## src/rtl/sdac_pkg.sv

```systemverilog
package sdac_pkg;

  typedef enum logic [1:0] {
    ST_IDLE  = 2'd0,
    ST_SHIFT = 2'd1,
    ST_DONE  = 2'd2
  } frameState_t;

  typedef struct packed {
    logic clear;
    logic shift;
    logic commit;
  } ctrlStrobe_t;

  localparam logic [1:0] MODE_NORMAL = 2'b00;

endpackage

```

## src/rtl/sdac_sync.sv

```systemverilog
module sdac_sync #(
  parameter int STAGES = 2
) (
  input  logic clk,
  input  logic rstN,
  input  logic selN,
  input  logic sclk,
  input  logic sdi,
  output logic selLvl,
  output logic selFall,
  output logic sclkFall,
  output logic sdiLvl
);
  localparam int NLINES = 3;
  localparam logic [NLINES-1:0] RST_VAL = 3'b011;

  logic [NLINES-1:0] rawIn;
  logic [NLINES-1:0] syncOut;
  logic [NLINES-1:0] prevOut;

  assign rawIn = {sdi, sclk, selN};

  for (genvar g = 0; g < NLINES; g++) begin : g_line
    logic [STAGES-1:0] chain;
    always_ff @(posedge clk) begin
      if (!rstN) chain <= {STAGES{RST_VAL[g]}};
      else       chain <= {chain[STAGES-2:0], rawIn[g]};
    end
    assign syncOut[g] = chain[STAGES-1];
  end

  always_ff @(posedge clk) begin
    if (!rstN) prevOut <= RST_VAL;
    else       prevOut <= syncOut;
  end

  assign selLvl   = syncOut[0];
  assign selFall  = prevOut[0] & ~syncOut[0];
  assign sclkFall = prevOut[1] & ~syncOut[1];
  assign sdiLvl   = syncOut[2];

endmodule

```

## src/rtl/sdac_ctrl.sv

```systemverilog
module sdac_ctrl
  import sdac_pkg::*;
#(
  parameter int COMMIT_BITS = 16
) (
  input  logic        clk,
  input  logic        rstN,
  input  logic        selLvl,
  input  logic        selFall,
  input  logic        sclkFall,
  output ctrlStrobe_t strobes
);
  localparam int CNT_W = $clog2(COMMIT_BITS + 1);
  localparam logic [CNT_W-1:0] LAST_IDX = CNT_W'(COMMIT_BITS - 1);

  frameState_t state, stateNext;
  logic [CNT_W-1:0] bitCnt, bitCntNext;

  always_comb begin
    stateNext  = state;
    bitCntNext = bitCnt;
    strobes    = '0;
    unique case (state)
      ST_IDLE: begin
        if (selFall) begin
          strobes.clear = 1'b1;
          bitCntNext    = '0;
          stateNext     = ST_SHIFT;
        end
      end
      ST_SHIFT: begin
        if (selLvl) begin
          strobes.clear = 1'b1;
          bitCntNext    = '0;
          stateNext     = ST_IDLE;
        end else if (sclkFall) begin
          strobes.shift = 1'b1;
          bitCntNext    = bitCnt + 1'b1;
          if (bitCnt == LAST_IDX) begin
            strobes.commit = 1'b1;
            stateNext      = ST_DONE;
          end
        end
      end
      ST_DONE: begin
        if (selLvl) stateNext = ST_IDLE;
      end
      default: stateNext = ST_IDLE;
    endcase
  end

  always_ff @(posedge clk) begin
    if (!rstN) begin
      state  <= ST_IDLE;
      bitCnt <= '0;
    end else begin
      state  <= stateNext;
      bitCnt <= bitCntNext;
    end
  end

endmodule

```

## src/rtl/sdac_datapath.sv

```systemverilog
module sdac_datapath
  import sdac_pkg::*;
#(
  parameter int CODE_W      = 14,
  parameter int EXIT_CYCLES = 2500
) (
  input  logic              clk,
  input  logic              rstN,
  input  ctrlStrobe_t       strobes,
  input  logic              bitIn,
  output logic [CODE_W-1:0] dacCode,
  output logic [1:0]        modeOut,
  output logic              outValid
);
  localparam int WORD_W = CODE_W + 2;
  localparam int DLY_W  = $clog2(EXIT_CYCLES + 1);
  localparam logic [DLY_W-1:0] DLY_LOAD = DLY_W'(EXIT_CYCLES);

  logic [WORD_W-2:0] shiftReg;
  logic [WORD_W-1:0] fullWord;
  logic [1:0]        newMode;
  logic [DLY_W-1:0]  exitCnt;

  assign fullWord = {shiftReg, bitIn};
  assign newMode  = fullWord[WORD_W-1 -: 2];

  always_ff @(posedge clk) begin
    if (!rstN || strobes.clear) shiftReg <= '0;
    else if (strobes.shift)     shiftReg <= fullWord[WORD_W-2:0];
  end

  always_ff @(posedge clk) begin
    if (!rstN) begin
      dacCode <= '0;
      modeOut <= MODE_NORMAL;
    end else if (strobes.commit) begin
      modeOut <= newMode;
      if (newMode == MODE_NORMAL) dacCode <= fullWord[CODE_W-1:0];
    end
  end

  always_ff @(posedge clk) begin
    if (!rstN) begin
      exitCnt <= '0;
    end else if (strobes.commit && newMode == MODE_NORMAL && modeOut != MODE_NORMAL) begin
      exitCnt <= DLY_LOAD;
    end else if (strobes.commit && newMode != MODE_NORMAL) begin
      exitCnt <= '0;
    end else if (exitCnt != '0) begin
      exitCnt <= exitCnt - 1'b1;
    end
  end

  assign outValid = (modeOut == MODE_NORMAL) && (exitCnt == '0);

endmodule

```

## src/rtl/serial_dac_ctrl.sv

```systemverilog
module serial_dac_ctrl
  import sdac_pkg::*;
#(
  parameter bit LONG_FRAME        = 1'b0,
  parameter int SYNC_STAGES       = 2,
  parameter int EXIT_DELAY_CYCLES = 2500,
  localparam int CODE_W           = LONG_FRAME ? 16 : 14
) (
  input  logic              clk,
  input  logic              rstN,
  input  logic              selN,
  input  logic              sclk,
  input  logic              sdi,
  output logic [CODE_W-1:0] dacCode,
  output logic [1:0]        modeOut,
  output logic              outValid
);
  localparam int COMMIT_BITS = CODE_W + 2;

  logic        selLvl, selFall, sclkFall, sdiLvl;
  ctrlStrobe_t strobes;
  logic        commitStb;

  sdac_sync #(.STAGES(SYNC_STAGES)) u_sync (
    .clk(clk), .rstN(rstN), .selN(selN), .sclk(sclk), .sdi(sdi),
    .selLvl(selLvl), .selFall(selFall), .sclkFall(sclkFall), .sdiLvl(sdiLvl)
  );

  sdac_ctrl #(.COMMIT_BITS(COMMIT_BITS)) u_ctrl (
    .clk(clk), .rstN(rstN), .selLvl(selLvl), .selFall(selFall),
    .sclkFall(sclkFall), .strobes(strobes)
  );

  sdac_datapath #(.CODE_W(CODE_W), .EXIT_CYCLES(EXIT_DELAY_CYCLES)) u_dp (
    .clk(clk), .rstN(rstN), .strobes(strobes), .bitIn(sdiLvl),
    .dacCode(dacCode), .modeOut(modeOut), .outValid(outValid)
  );

  assign commitStb = strobes.commit;

endmodule

```

## config.mk

```make
export PLATFORM = sky130hd
export DESIGN_NAME = serial_dac_ctrl
export DESIGN_NICKNAME = d
export VERILOG_FILES = /design/src/rtl/sdac_pkg.sv /design/src/rtl/sdac_sync.sv /design/src/rtl/sdac_ctrl.sv /design/src/rtl/sdac_datapath.sv /design/src/rtl/serial_dac_ctrl.sv
export SDC_FILE = /design/constraint.sdc
export NUM_CORES = 1
export LEC_CHECK = 0
export ABC_CLOCK_PERIOD_IN_PS = 2200
export BUFFER_PORTS_ARGS = -buffer_cell sky130_fd_sc_hd__buf_2
export CAP_MARGIN = 20
export CORE_MARGIN = 10
export CORE_UTILIZATION = 55
export CTS_CLUSTER_SIZE = 16
export DETAILED_ROUTE_END_ITERATION = 8
export HOLD_SLACK_MARGIN = 0.12
export PLACE_DENSITY = 0.75
export RECOVER_POWER = 100
export SYNTH_ARGS = -nofsm -noshare
export SYNTH_HDL_FRONTEND = slang
export SYNTH_SLANG_ARGS = --single-unit
```

## constraint.sdc

```tcl
create_clock -name clk -period 2.2 [get_ports clk]
set_input_delay 0.22 -clock clk [delete_from_list [all_inputs] [get_ports clk]]
set_output_delay 0.22 -clock clk [all_outputs]
set_load 0.01 [all_outputs]
```

# ---- Word level (Yosys, flattened, before mapping)
# Cells that the tools add are included.
dict set report totals {
  register_bits 58
  latch_bits 0
  ramBits 0
  rom_bits 0
  inputBits 5
  out_inout_bits 17
  word_cells 64
  memories 0
}
dict set report op_classes {
  add_sub_neg 2
  multipliers 0
  div_mod_pow 0
  order_cmp 0
  eq_ne 7
  shift 0
  muxes 20
  bitwise 5
  reduce_logical 19
}
# operator count
set ops {}
lappend ops {{12-bit two-way mux} 3}
lappend ops {{2-bit two-way mux} 8}
lappend ops {{5-bit two-way mux} 3}
lappend ops {{12-bit logical NOT} 1}
lappend ops {{12-bit nonzero test} 1}
lappend ops {{12-bit by 1-bit subtractor with 12-bit output, second input constant} 1}
lappend ops {{5-bit one-hot mux with 2 select lines} 1}
lappend ops {{2-bit logical NOT} 3}
lappend ops {{2-bit one-hot mux with 3 select lines} 1}
lappend ops {{2-bit nonzero test} 3}
lappend ops {{5-bit by 1-bit adder with 5-bit output, second input constant} 1}
lappend ops {{5-bit by 4-bit == test with 1-bit output, second input constant} 1}
lappend ops {{1-bit logical AND} 4}
lappend ops {{2-bit != test, second input constant} 2}
lappend ops {{4-bit AND reduction} 1}
lappend ops {{1-bit two-way mux} 3}
lappend ops {{3-bit by 2-bit != test with 1-bit output, second input constant} 1}
lappend ops {{3-bit != test, second input constant} 1}
lappend ops {{1-bit inverter} 3}
lappend ops {{3-bit AND reduction} 1}
lappend ops {{3-bit nonzero test} 1}
lappend ops {{3-bit OR reduction} 1}
lappend ops {{1-bit AND} 2}
lappend ops {{2-bit by 1-bit == test with 1-bit output, second input constant} 1}
lappend ops {{other kinds (5)} 5}

# ---- Longest topological paths before layout
# Gate-level depths: netlist of the first run.
dict set report depth {
  word_depth 8
  ltp_mapped 8
  ltp_nobuf 7
}

# ---- Cells and area by module
# From an unflattened synthesis of the first run, not the netlist that was laid out.
dict set report unflattened {
  hier_cells 254
  hier_area_um2 2349.8
}
# module n_inst cells_each area_each_um2 seq_area_each_um2
set by_module_without_submodules {}
lappend by_module_without_submodules {sdac_datapath 1 191 1730.4 860.8}
lappend by_module_without_submodules {sdac_ctrl 1 45 396.6 140.1}
lappend by_module_without_submodules {sdac_sync 1 18 222.7 160.2}

# ---- Worst setup path before layout of the first run
# OpenSTA, ideal clock, no wires.
dict set report synth_path {
  path_kind {register to register}
  from {register u_ctrl.bitCnt[0]}
  to {register u_dp.dacCode[4]}
  setup_time_ps 70
  t_arrival_ps 1660
  required_ps 2130
  path_slack_ps 470
  path_stages_with_launch 9
  n_path_buf 1
  synth_period_minus_slack_ps 1730
  path_cell_list {dfxtp_1 -> ha_1 -> and3_1 -> ha_1 -> and3_1 -> nand3_1 -> clkbuf_1 -> nand2_1 -> a21boi_1}
}
dict set report synth_via {
  elab_chain_cells 6
}
# element line
set synth_lines {}
lappend synth_lines {{start, declared} sdac_ctrl.sv:17} ;# logic [CNT_W-1:0] bitCnt, bitCntNext;
lappend synth_lines {{start signal, assigned} sdac_ctrl.sv:58} ;# bitCnt <= bitCntNext;
lappend synth_lines {{5-bit by 4-bit == test with 1-bit output} sdac_ctrl.sv:39} ;# if (bitCnt == LAST_IDX) begin
lappend synth_lines {{1-bit two-way mux} sdac_ctrl.sv:39}
lappend synth_lines {{2-bit two-way mux} sdac_ctrl.sv:36} ;# end else if (sclkFall) begin
lappend synth_lines {{2-bit two-way mux} sdac_ctrl.sv:32} ;# if (selLvl) begin
lappend synth_lines {{2-bit two-way mux} sdac_ctrl.sv:23} ;# unique case (state)
lappend synth_lines {{2-bit AND reduction (no line)} n/a}
lappend synth_lines {{end signal, assigned} sdac_datapath.sv:38} ;# if (newMode == MODE_NORMAL) dacCode <= fullWord[CODE_W-1:0];
lappend synth_lines {{end, declared} sdac_datapath.sv:11} ;# output logic [CODE_W-1:0] dacCode,
# Every way passes these cells.
# A chain may end at the register's enable or synchronous reset.

# ---- Worst setup path in the final report of the first run
dict set report layout_path {
  from {register u_ctrl.bitCnt[0]}
  to {register u_dp.exitCnt[6]}
}
dict set report layout_via {
  elab_chain_cells 8
  word_cells_on_any_way 11
  cone_classes {eq/ne: 1; mux: 6; reduce/logical: 4}
}
# element line
set layout_lines {}
lappend layout_lines {{5-bit by 4-bit == test with 1-bit output (*)} sdac_ctrl.sv:39}
lappend layout_lines {{1-bit two-way mux (*)} sdac_ctrl.sv:39}
lappend layout_lines {{2-bit two-way mux (*)} sdac_ctrl.sv:36}
lappend layout_lines {{2-bit two-way mux (*)} sdac_ctrl.sv:32}
lappend layout_lines {{2-bit two-way mux (*)} sdac_ctrl.sv:23}
lappend layout_lines {{1-bit logical AND (on tied branches)} {sdac_datapath.sv:47, sdac_datapath.sv:45}}
lappend layout_lines {{12-bit two-way mux or 1-bit logical AND (tied branches)} {sdac_datapath.sv:47, sdac_datapath.sv:45}}
lappend layout_lines {{12-bit two-way mux or 3-bit nonzero test (tied branches)} n/a}
lappend layout_lines {{end signal, assigned} sdac_datapath.sv:50} ;# exitCnt <= exitCnt - 1'b1;
lappend layout_lines {{end, declared} sdac_datapath.sv:22} ;# logic [DLY_W-1:0] exitCnt;
# Mark *: on every way between the ends. The rest lies on a longest branch, timed or not.

==> results of run 1 <==
[power breakdown]
group / total [W] / leakage, nW / internal, W / switching, W
registers: 0.00106 / 0.469 / 0.00106 / 0.00000494
logic: 0.0000498 / 0.422 / 0.0000216 / 0.0000282
clock network: 0.00119 / 0.118 / 0.000774 / 0.000415
[Yosys cell counts (5+ instances only)]
library cell	count	share of area
nand2_1	65	0.11
dfxtp_1	58	0.51
nor2_1	17	0.028
a21oi_1	16	0.035
a21boi_1	14	0.046
clkbuf_1	10	0.016
nand2b_1	8	0.022
xor2_1	8	0.031
o21ai_1	7	0.015
mux2i_1	5	0.022
nor3_1	5	0.011
[logic make-up after synthesis]
family                   Yosys count
AND/OR/NAND/NOR                  122
flip-flops                        58
AO/OA/AOI/OAI                     42
buffers and inverters             16
XOR/XNOR                          12
multiplexers                       6
adder cells (fa/ha/maj)            4
[routing by layer]
layer,vias to the layer above,share of wire
li1,930,-
met1,846,0.48
met2,24,0.45
met3,6,0.051
met4,0,0.018
met5,-,0
[state kept, by name, indices dropped and copies added, names as in the netlist]
name                 flops
u_dp.dacCode            14
u_dp.shiftReg           15
u_ctrl.state             2
u_dp.exitCnt            12
u_sync.prevOut           2
u_dp.modeOut             2
u_ctrl.bitCnt            5
u_sync.g_line.chain      6
[area by class of cell]
class	count	area, um^2
clock buffers	10	138
fillers	356	1330
repair buffers	29	145
multi-input cells	186	1050
well taps	50	62.6
inverters	5	18.8
clock inverters	5	103
flip-flops and latches	58	1160
[timing repair]
item,4_1_cts,5_1_grt
setup endpoints to repair,1,0
buffers inserted,1,0
hold endpoints to repair,3,0
hold buffers,3,0
[per-stage QoR]
step | total power [W] | area (um^2)
after floorplan | 0.00112 | 2280
after global placement | 0.00114 | 2430
after detailed placement | 0.00114 | 2430
after CTS | 0.00232 | 2710
after global routing | 0.00238 | 2680
final | 0.00230 | 2680
[worst paths after layout]
kind                                    end  slack [ns]  depth (start not counted)
setup / recovery            u_dp.exitCnt[6]        0.32                          7
hold / removal            u_sync.prevOut[1]        0.28                          2
setup reg to reg            u_dp.exitCnt[6]        0.32                          7
hold reg to reg   u_sync.g_line[1].chain[1]        0.40                          1
==> flow_metrics.env, run 1 <==
export IMPL_run_status="complete, no violations"
export IMPL_cap_violations=0
export IMPL_fin_crit_sh=0.854
export IMPL_cp_end_kind="register"
export IMPL_path_cells="ha_1 > and3_1 > ha_1 > nand4_1 > o21ai_0 > nand2b_1 > o21ai_1"
export IMPL_io_buffer_count=21
export IMPL_fin_util=0.669
export IMPL_drive_gt1_frac=0.0922
export IMPL_viasPerCell=5.27
export IMPL_coreArea_um2=4000
export IMPL_ys_ff_latch=58
export IMPL_max_freq_mhz=532
export IMPL_gr_usage_met1=0.148
export IMPL_max_stage_delay_ns=0.40
export IMPL_hp_start="rstN"
export IMPL_grt_max_degree=29
export IMPL_slew_violations=0
export IMPL_startpoint_type="register"
export IMPL_rsz0062_at_grt="false"
export IMPL_setup_viol=0
export IMPL_cts_tree="yes"
export IMPL_startpoint="u_ctrl.bitCnt[0]"
export IMPL_worst_pin_slew_ns=0.904
export IMPL_tns_ns=0
export IMPL_period_minus_slack_ns=1.88
export IMPL_antenna_found_initial=0
export IMPL_path_buf_inv=0
export IMPL_gp_congestion=0.780
export IMPL_cts_max_path_buffers=2
export IMPL_wl_um=4330
export IMPL_slowest_stage="o21ai_0"
export IMPL_synth_simple_area_share=0.253
export IMPL_area_growth_pct=17.5
export IMPL_cpMostUsedCell="ha_1"
export IMPL_synth_compound_area_frac=0.114
export IMPL_r2r_start="u_ctrl.bitCnt[0]"
export IMPL_layout_commonest_cell="nand2_1"
export IMPL_cp_arrival_ns=2.09
export IMPL_ir_worst_vdd_uv=773
export IMPL_synth_distinct_cells=35
export IMPL_crit_fanout=5
export IMPL_nets=298
export IMPL_route_detailed_drc=0
export IMPL_synth_async_sr_flop_share=0
export IMPL_vias=1806
export IMPL_synth_nets=269
export IMPL_htreeDepth=3
export IMPL_dpl_worst_slack_ns=0.368
export IMPL_cts_root_buffer_cell="clkbuf_8"
export IMPL_fin_hold_ws_ns=0.275
export IMPL_relSlewSlack=0.397
export IMPL_die_w_um=84.3
export IMPL_netlist_area_um2=2280
export IMPL_crit_type="register to register"
export IMPL_cts_sinks=58
export IMPL_synth_warnings=0
export IMPL_fin_ws_ns=0.321
export IMPL_ys_seq_area_frac=0.510
export IMPL_row_count=23
export IMPL_grt_busiest_layer="met2"
export IMPL_path_delay_family="simple AND/OR/NAND/NOR gates"
export IMPL_grtUsageTotal=0.130
export IMPL_num_antenna_cells=0
export IMPL_synthXorXnorAreaFrac=0.0462
export IMPL_hp_class="primary input to register"
export IMPL_initial_core_util=0.569
export IMPL_die_height_um=84.3
export IMPL_use_met3=0.0541
export IMPL_p_leak_nw=1.01
export IMPL_clkSlewWorstSetupHoldPaths_ns=0.06
export IMPL_cts_buffers=9
export IMPL_insertion_delay_ns=0.34
export IMPL_synth_fa_ha_area_frac=0.0220
export IMPL_synth_edff_count=0
export IMPL_synth_cells=260
export IMPL_grt_pass1_vias=1707
export IMPL_hold_violations=0
export IMPL_grt_pass1_wl_um=7620
export IMPL_stdcell_count=343
export IMPL_ios=22
export IMPL_syn_area_per_cell_um2=8.75
export IMPL_ant_nets=0
export IMPL_globalRouteMet2Util=0.198
export IMPL_grt_overflow_total=0
export IMPL_place_hpwl_um=2790
export IMPL_cp_data_required_time_ns=2.41
export IMPL_powerDensity_nw_per_um2=861
export IMPL_die_area_um2=7110
export IMPL_final_cell_mix="nand2_1 (65), dfxtp_1 (58), clkbuf_1 (18)"
export IMPL_synthMuxAreaShare=0.0269
export IMPL_synth_top_family_by_area="simple AND/OR/NAND/NOR gates"
export IMPL_synth_ff_type="dfxtp_1"
export IMPL_cts_resized=0
export IMPL_clock_skew_ns=0.0111
export IMPL_drt_iter0_drc=63
export IMPL_wl_per_cell_um=12.6
export IMPL_dp_cells=324
export IMPL_drtPass1Iterations=4
Power figures use the tool's default switching activity.
==> run 2: changes to the inputs <==
PLACE_DENSITY = 0.8   (was 0.75)
==> flow_metrics.env, run 2 (synthesized netlist as in run 1, its figures left out) <==
export IMPL_cts_resized=0
export IMPL_place_hpwl_um=2930
export IMPL_p_comb_frac=0.023
export IMPL_initial_core_util=0.569
export IMPL_slowest_stage="dfxtp_1"
export IMPL_ant_nets=0
export IMPL_p_seq_frac=0.488
export IMPL_startpoint_type="register"
export IMPL_cp_arrival_ns=2.22
export IMPL_die_w_um=84.3
export IMPL_p_clk_frac=0.488
export IMPL_htreeDepth=3
export IMPL_fin_crit_sh=0.893
export IMPL_max_freq_mhz=509
export IMPL_worst_pin_slew_ns=0.990
export IMPL_largest_reg_flops=15
export IMPL_final_cell_area_um2=2660
export IMPL_multiInputGateArea_um2=1040
export IMPL_setup_viol=0
export IMPL_p_leak_nw=0.999
export IMPL_largest_registers="u_dp.shiftReg x15, u_dp.dacCode x14, u_dp.exitCnt x12"
export IMPL_clkSlewWorstSetupHoldPaths_ns=0.06
export IMPL_row_count=23
export IMPL_wl_um=4430
export IMPL_gp_congestion=0.780
export IMPL_layout_commonest_cell="nand2_1"
export IMPL_fin_hold_ws_ns=0.409
export IMPL_cts_buffers=9
export IMPL_grtUsageTotal=0.129
export IMPL_grt_max_degree=29
export IMPL_switchingPower_w=0.000434
export IMPL_drive_gt1_frac=0.0949
export IMPL_drtPass1Iterations=4
export IMPL_ir_worst_vdd_uv=433
export IMPL_period_minus_slack_ns=1.96
export IMPL_cts_max_path_buffers=2
export IMPL_antenna_found_initial=0
export IMPL_p_sw_frac=0.199
export IMPL_cap_violations=0
export IMPL_ios=22
export IMPL_grt_pass1_wl_um=7650
export IMPL_cp_end_kind="register"
export IMPL_cp_data_required_time_ns=2.45
export IMPL_wl_per_cell_um=12.8
export IMPL_intPower_w=0.00175
export IMPL_crit_type="register to register"
export IMPL_dpl_cell_area_um2=2430
export IMPL_crit_fanout=14
export IMPL_vias=1800
export IMPL_drt_iter0_drc=76
export IMPL_hp_class="register to register"
export IMPL_fill_cells=339
export IMPL_relSlewSlack=0.340
export IMPL_path_cells="ha_1 > and3_1 > ha_1 > nand4_1 > nor3_1 > buf_4 > nand2_1 > a21boi_0"
export IMPL_die_area_um2=7110
export IMPL_nets=299
export IMPL_io_buffer_count=21
export IMPL_largest_register="u_dp.shiftReg"
export IMPL_grt_pass1_vias=1783
export IMPL_powerDensity_nw_per_um2=821
export IMPL_insertion_delay_ns=0.33
export IMPL_cts_sinks=58
export IMPL_route_detailed_drc=0
export IMPL_coreArea_um2=4000
export IMPL_tns_ns=0
export IMPL_clock_skew_ns=0.0112
export IMPL_cts_tree="yes"
export IMPL_viasPerCell=5.22
export IMPL_num_antenna_cells=0
export IMPL_max_stage_delay_ns=0.37
export IMPL_final_cell_mix="nand2_1 (65), dfxtp_1 (58), clkbuf_1 (19)"
export IMPL_die_height_um=84.3
export IMPL_area_growth_pct=16.8
export IMPL_grt_overflow_total=0
export IMPL_rsz0062_at_grt="false"
export IMPL_regArea_um2=1160
export IMPL_slew_violations=0
export IMPL_cts_root_buffer_cell="clkbuf_8"
export IMPL_hold_violations=0
export IMPL_cpMostUsedCell="ha_1"
export IMPL_run_status="complete, no violations"
run 2: layer usage:
metal | routed length (um) | vias up | global-route usage | share of wire
li1 | - | 930 | - | -
met3 | 183 | 6 | 0.0464 | 0.041
met4 | 53 | 0 | 0.0822 | 0.012
met5 | 0 | - | 0 | 0
met2 | 2180 | 27 | 0.206 | 0.49
met1 | 2020 | 837 | 0.143 | 0.46
run 2: cell type report:
cell class	instances	area share
sequential	58	0.437
multi-input combinational	186	0.392
timing repair buffer	30	0.0584
clock buffer	11	0.0532
clock inverter	5	0.0292
tap	50	0.0235
inverter	5	0.00706
run 2: power groups by stage:
stage | logic, W | registers, W | clock network (W)
6_report | 0.0000510 | 0.00106 | 0.00106
5_1_grt | 0.0000574 | 0.00107 | 0.00113
4_1_cts | 0.0000532 | 0.00107 | 0.00108
3_5_place_dp | 0.0000488 | 0.00109 | 0
3_3_place_gp | 0.0000479 | 0.00109 | 0
2_1_floorplan | 0.0000361 | 0.00109 | 0
run 2: worst paths after layout:
path / depth (start not counted) / to / slack [ns] / startpoint
worst max-delay path: 8 / u_dp.dacCode[9] / 0.24 / u_ctrl.bitCnt[0]
worst min-delay path: 1 / u_sync.g_line[1].chain[1] / 0.41 / u_sync.g_line[1].chain[0]
worst max register to register: 8 / u_dp.dacCode[9] / 0.24 / u_ctrl.bitCnt[0]
worst min register to register: 1 / u_sync.g_line[1].chain[1] / 0.41 / u_sync.g_line[1].chain[0]
run 2: timing repair:
item	CTS	global route
endpoints found under the setup margin	0	1
endpoints found under the hold margin	3	0
hold buffers	3	0
buffers inserted	0	2
run 2: worst max-delay path, delay by kind of cell (launching register included):
kind	cells	cell delay, ns
AO/OA/AOI/OAI	1	0.16
buffers and inverters	1	0.26
flip-flops	1	0.37
adder cells (fa/ha/maj)	2	0.34
AND/OR/NAND/NOR	4	0.75
run 2: per-stage QoR:
step                      power, W  std cells  utilization  setup slack, ns
after global routing       0.00226        345        0.664           0.0763
final                      0.00218        345        0.664            0.235
after global placement     0.00114        324        0.607            0.422
after detailed placement   0.00114        324        0.607            0.386
after CTS                  0.00220        343        0.669           0.0441
after floorplan            0.00112        260            -            0.470
==> run 3: changes to the inputs <==
PLACE_DENSITY = 0.83   (was 0.8)
==> flow_metrics.env, run 3 (synthesized netlist as in run 1, its figures left out) <==
export IMPL_r2r_start="u_ctrl.bitCnt[0]"
export IMPL_grt_overflow_total=0
export IMPL_ant_nets=0
export IMPL_nets=299
export IMPL_clkSlewWorstSetupHoldPaths_ns=0.06
export IMPL_hp_start="rstN"
export IMPL_max_freq_mhz=505
export IMPL_run_status="complete, no violations"
export IMPL_wl_per_cell_um=12.8
export IMPL_fill_cells=339
export IMPL_rr_worst_depth=8
export IMPL_cp_data_required_time_ns=2.45
export IMPL_grt_pass1_vias=1823
export IMPL_grt_pass1_wl_um=7850
export IMPL_intPower_w=0.00151
export IMPL_largest_reg_flops=15
export IMPL_p_sw_frac=0.212
export IMPL_startpoint_type="register"
export IMPL_cts_sinks=58
export IMPL_cap_violations=0
export IMPL_drive_gt1_frac=0.0887
export IMPL_relSlewSlack=0.619
export IMPL_vias=1842
export IMPL_max_stage_delay_ns=0.37
export IMPL_die_height_um=84.3
export IMPL_period_minus_slack_ns=1.98
export IMPL_drt_iter0_drc=67
export IMPL_coreArea_um2=4000
export IMPL_crit_fanout=14
export IMPL_path_buf_inv=1
export IMPL_largest_register="u_dp.shiftReg"
export IMPL_slowest_stage="dfxtp_1"
export IMPL_ir_worst_vdd_uv=377
export IMPL_grtUsageTotal=0.131
export IMPL_path_delay_family="simple AND/OR/NAND/NOR gates"
export IMPL_drtPass1Iterations=4
export IMPL_rsz0062_at_grt="false"
export IMPL_powerDensity_nw_per_um2=736
export IMPL_p_clk_frac=0.415
export IMPL_cts_max_path_buffers=2
export IMPL_htreeDepth=3
export IMPL_use_met3=0.0483
export IMPL_hold_violations=0
export IMPL_io_buffer_count=21
export IMPL_row_count=23
export IMPL_startpoint="u_ctrl.bitCnt[0]"
export IMPL_wl_um=4380
export IMPL_antenna_found_initial=0
export IMPL_r2r_end="u_dp.dacCode[9]"
export IMPL_cp_end_kind="register"
export IMPL_p_seq_frac=0.557
export IMPL_path_cells="ha_1 > and3_1 > ha_1 > nand4_1 > nor3_1 > buf_4 > nand2_1 > a21boi_0"
export IMPL_hp_class="primary input to register"
export IMPL_num_antenna_cells=0
export IMPL_cts_buffers=9
export IMPL_crit_type="register to register"
export IMPL_gr_usage_met1=0.137
export IMPL_die_area_um2=7110
export IMPL_p_total_w=0.00191
export IMPL_gp_congestion=0.794
export IMPL_route_detailed_drc=0
export IMPL_grt_max_degree=29
export IMPL_cpMostUsedCell="ha_1"
export IMPL_fin_crit_sh=0.900
export IMPL_p_comb_frac=0.028
export IMPL_setup_viol=0
export IMPL_tns_ns=0
export IMPL_p_leak_nw=0.971
export IMPL_die_w_um=84.3
export IMPL_cts_tree="yes"
export IMPL_largest_registers="u_dp.shiftReg x15, u_dp.dacCode x14, u_dp.exitCnt x12"
export IMPL_place_hpwl_um=3010
export IMPL_cts_root_buffer_cell="clkbuf_8"
export IMPL_switchingPower_w=0.000405
export IMPL_min_to="u_sync.g_line[1].chain[1]"
export IMPL_holdPathStages=2
export IMPL_ff2ff_setup_slack_ns=0.22
export IMPL_cp_arrival_ns=2.23
export IMPL_grt_busiest_layer="met2"
export IMPL_final_cell_mix="nand2_1 (65), dfxtp_1 (58), clkbuf_1 (18)"
export IMPL_clock_skew_ns=0.00870
export IMPL_initial_core_util=0.569
export IMPL_ios=22
export IMPL_globalRouteMet2Util=0.221
export IMPL_layout_commonest_cell="nand2_1"
export IMPL_insertion_delay_ns=0.33
export IMPL_viasPerCell=5.37
export IMPL_area_growth_pct=14.2
export IMPL_worst_pin_slew_ns=0.569
export IMPL_slew_violations=0
export IMPL_cts_resized=0
==> run 3: changes by cell type in the layout (fill, tap and decap cells not counted) <==
cell / before / now
o221a_2: 1 / 0
and2_0: 0 / 2
bufinv_16: 2 / 0
and2_1: 2 / 0
clkbuf_1: 19 / 18
a21boi_1: 4 / 5
buf_2: 4 / 5
o21ai_0: 6 / 5
o21ai_1: 2 / 3
a21boi_0: 10 / 9
o221a_1: 0 / 1
==> run 3: cell type report <==
class | instances | area, um^2 | share of cell area
Clock inverter | 3 | 17.5 | 0.00674
Multi-Input combinational cell | 186 | 1040 | 0.401
Timing Repair Buffer | 30 | 156 | 0.0602
Inverter | 5 | 18.8 | 0.00722
Tap cell | 50 | 62.6 | 0.0241
Clock buffer | 11 | 141 | 0.0544
Sequential cell | 58 | 1160 | 0.447
==> run 3: worst max-delay path by stage <==
| stage | slack, ns | depth (start not counted) | end |
|---|---|---|---|
| 2_1_floorplan | 0.47 | 8 | u_dp.dacCode[4] |
| 3_3_place_gp | 0.42 | 8 | u_dp.dacCode[11] |
| 3_5_place_dp | 0.31 | 4 | outValid |
| 4_1_cts | 0.35 | 8 | u_dp.dacCode[9] |
| 5_1_grt | 0.09 | 6 | outValid |
| 6_report | 0.22 | 8 | u_dp.dacCode[9] |
==> run 3: what timing repair did <==
action                     in CTS  in global routing
setup endpoints to repair       1                  0
setup buffers                   1                  0
hold endpoints to repair        3                  0
hold buffers                    3                  0
==> run 3: metal layers <==
layer,vias up,part of all wire
li1,926,-
met1,875,0.44
met2,29,0.50
met3,12,0.043
met4,0,0.019
met5,-,0
==> run 3: through the flow <==
step / hold WS, ns / instances / utilization / setup WS [ns] / instance area (um^2)
after detailed placement: 0.404 / 325 / 0.609 / 0.315 / 2440
after global routing: 0.299 / 343 / 0.650 / 0.0922 / 2600
final: 0.289 / 343 / 0.650 / 0.221 / 2600
after floorplan: 0.321 / 260 / - / 0.470 / 2280
after global placement: 0.394 / 325 / 0.609 / 0.424 / 2440
after CTS: 0.282 / 343 / 0.658 / 0.345 / 2630
==> run 3: power by group through the flow <==
stage | Sequential, W | Clock, W | Combinational, W
floorplan | 0.00109 | 0 | 0.0000361
global placement | 0.00109 | 0 | 0.0000496
detailed placement | 0.00109 | 0 | 0.0000506
CTS | 0.00107 | 0.000820 | 0.0000553
global route | 0.00107 | 0.000858 | 0.0000598
finish | 0.00107 | 0.000793 | 0.0000530
==> run 3: worst reg2reg max path, stage by stage, from the launching register on <==
cell and delay [ns]:
dfxtp_1 0.37, ha_1 0.18, and3_1 0.16, ha_1 0.16, nand4_1 0.23, nor3_1 0.31, buf_4 0.27, nand2_1 0.08
a21boi_0 0.16
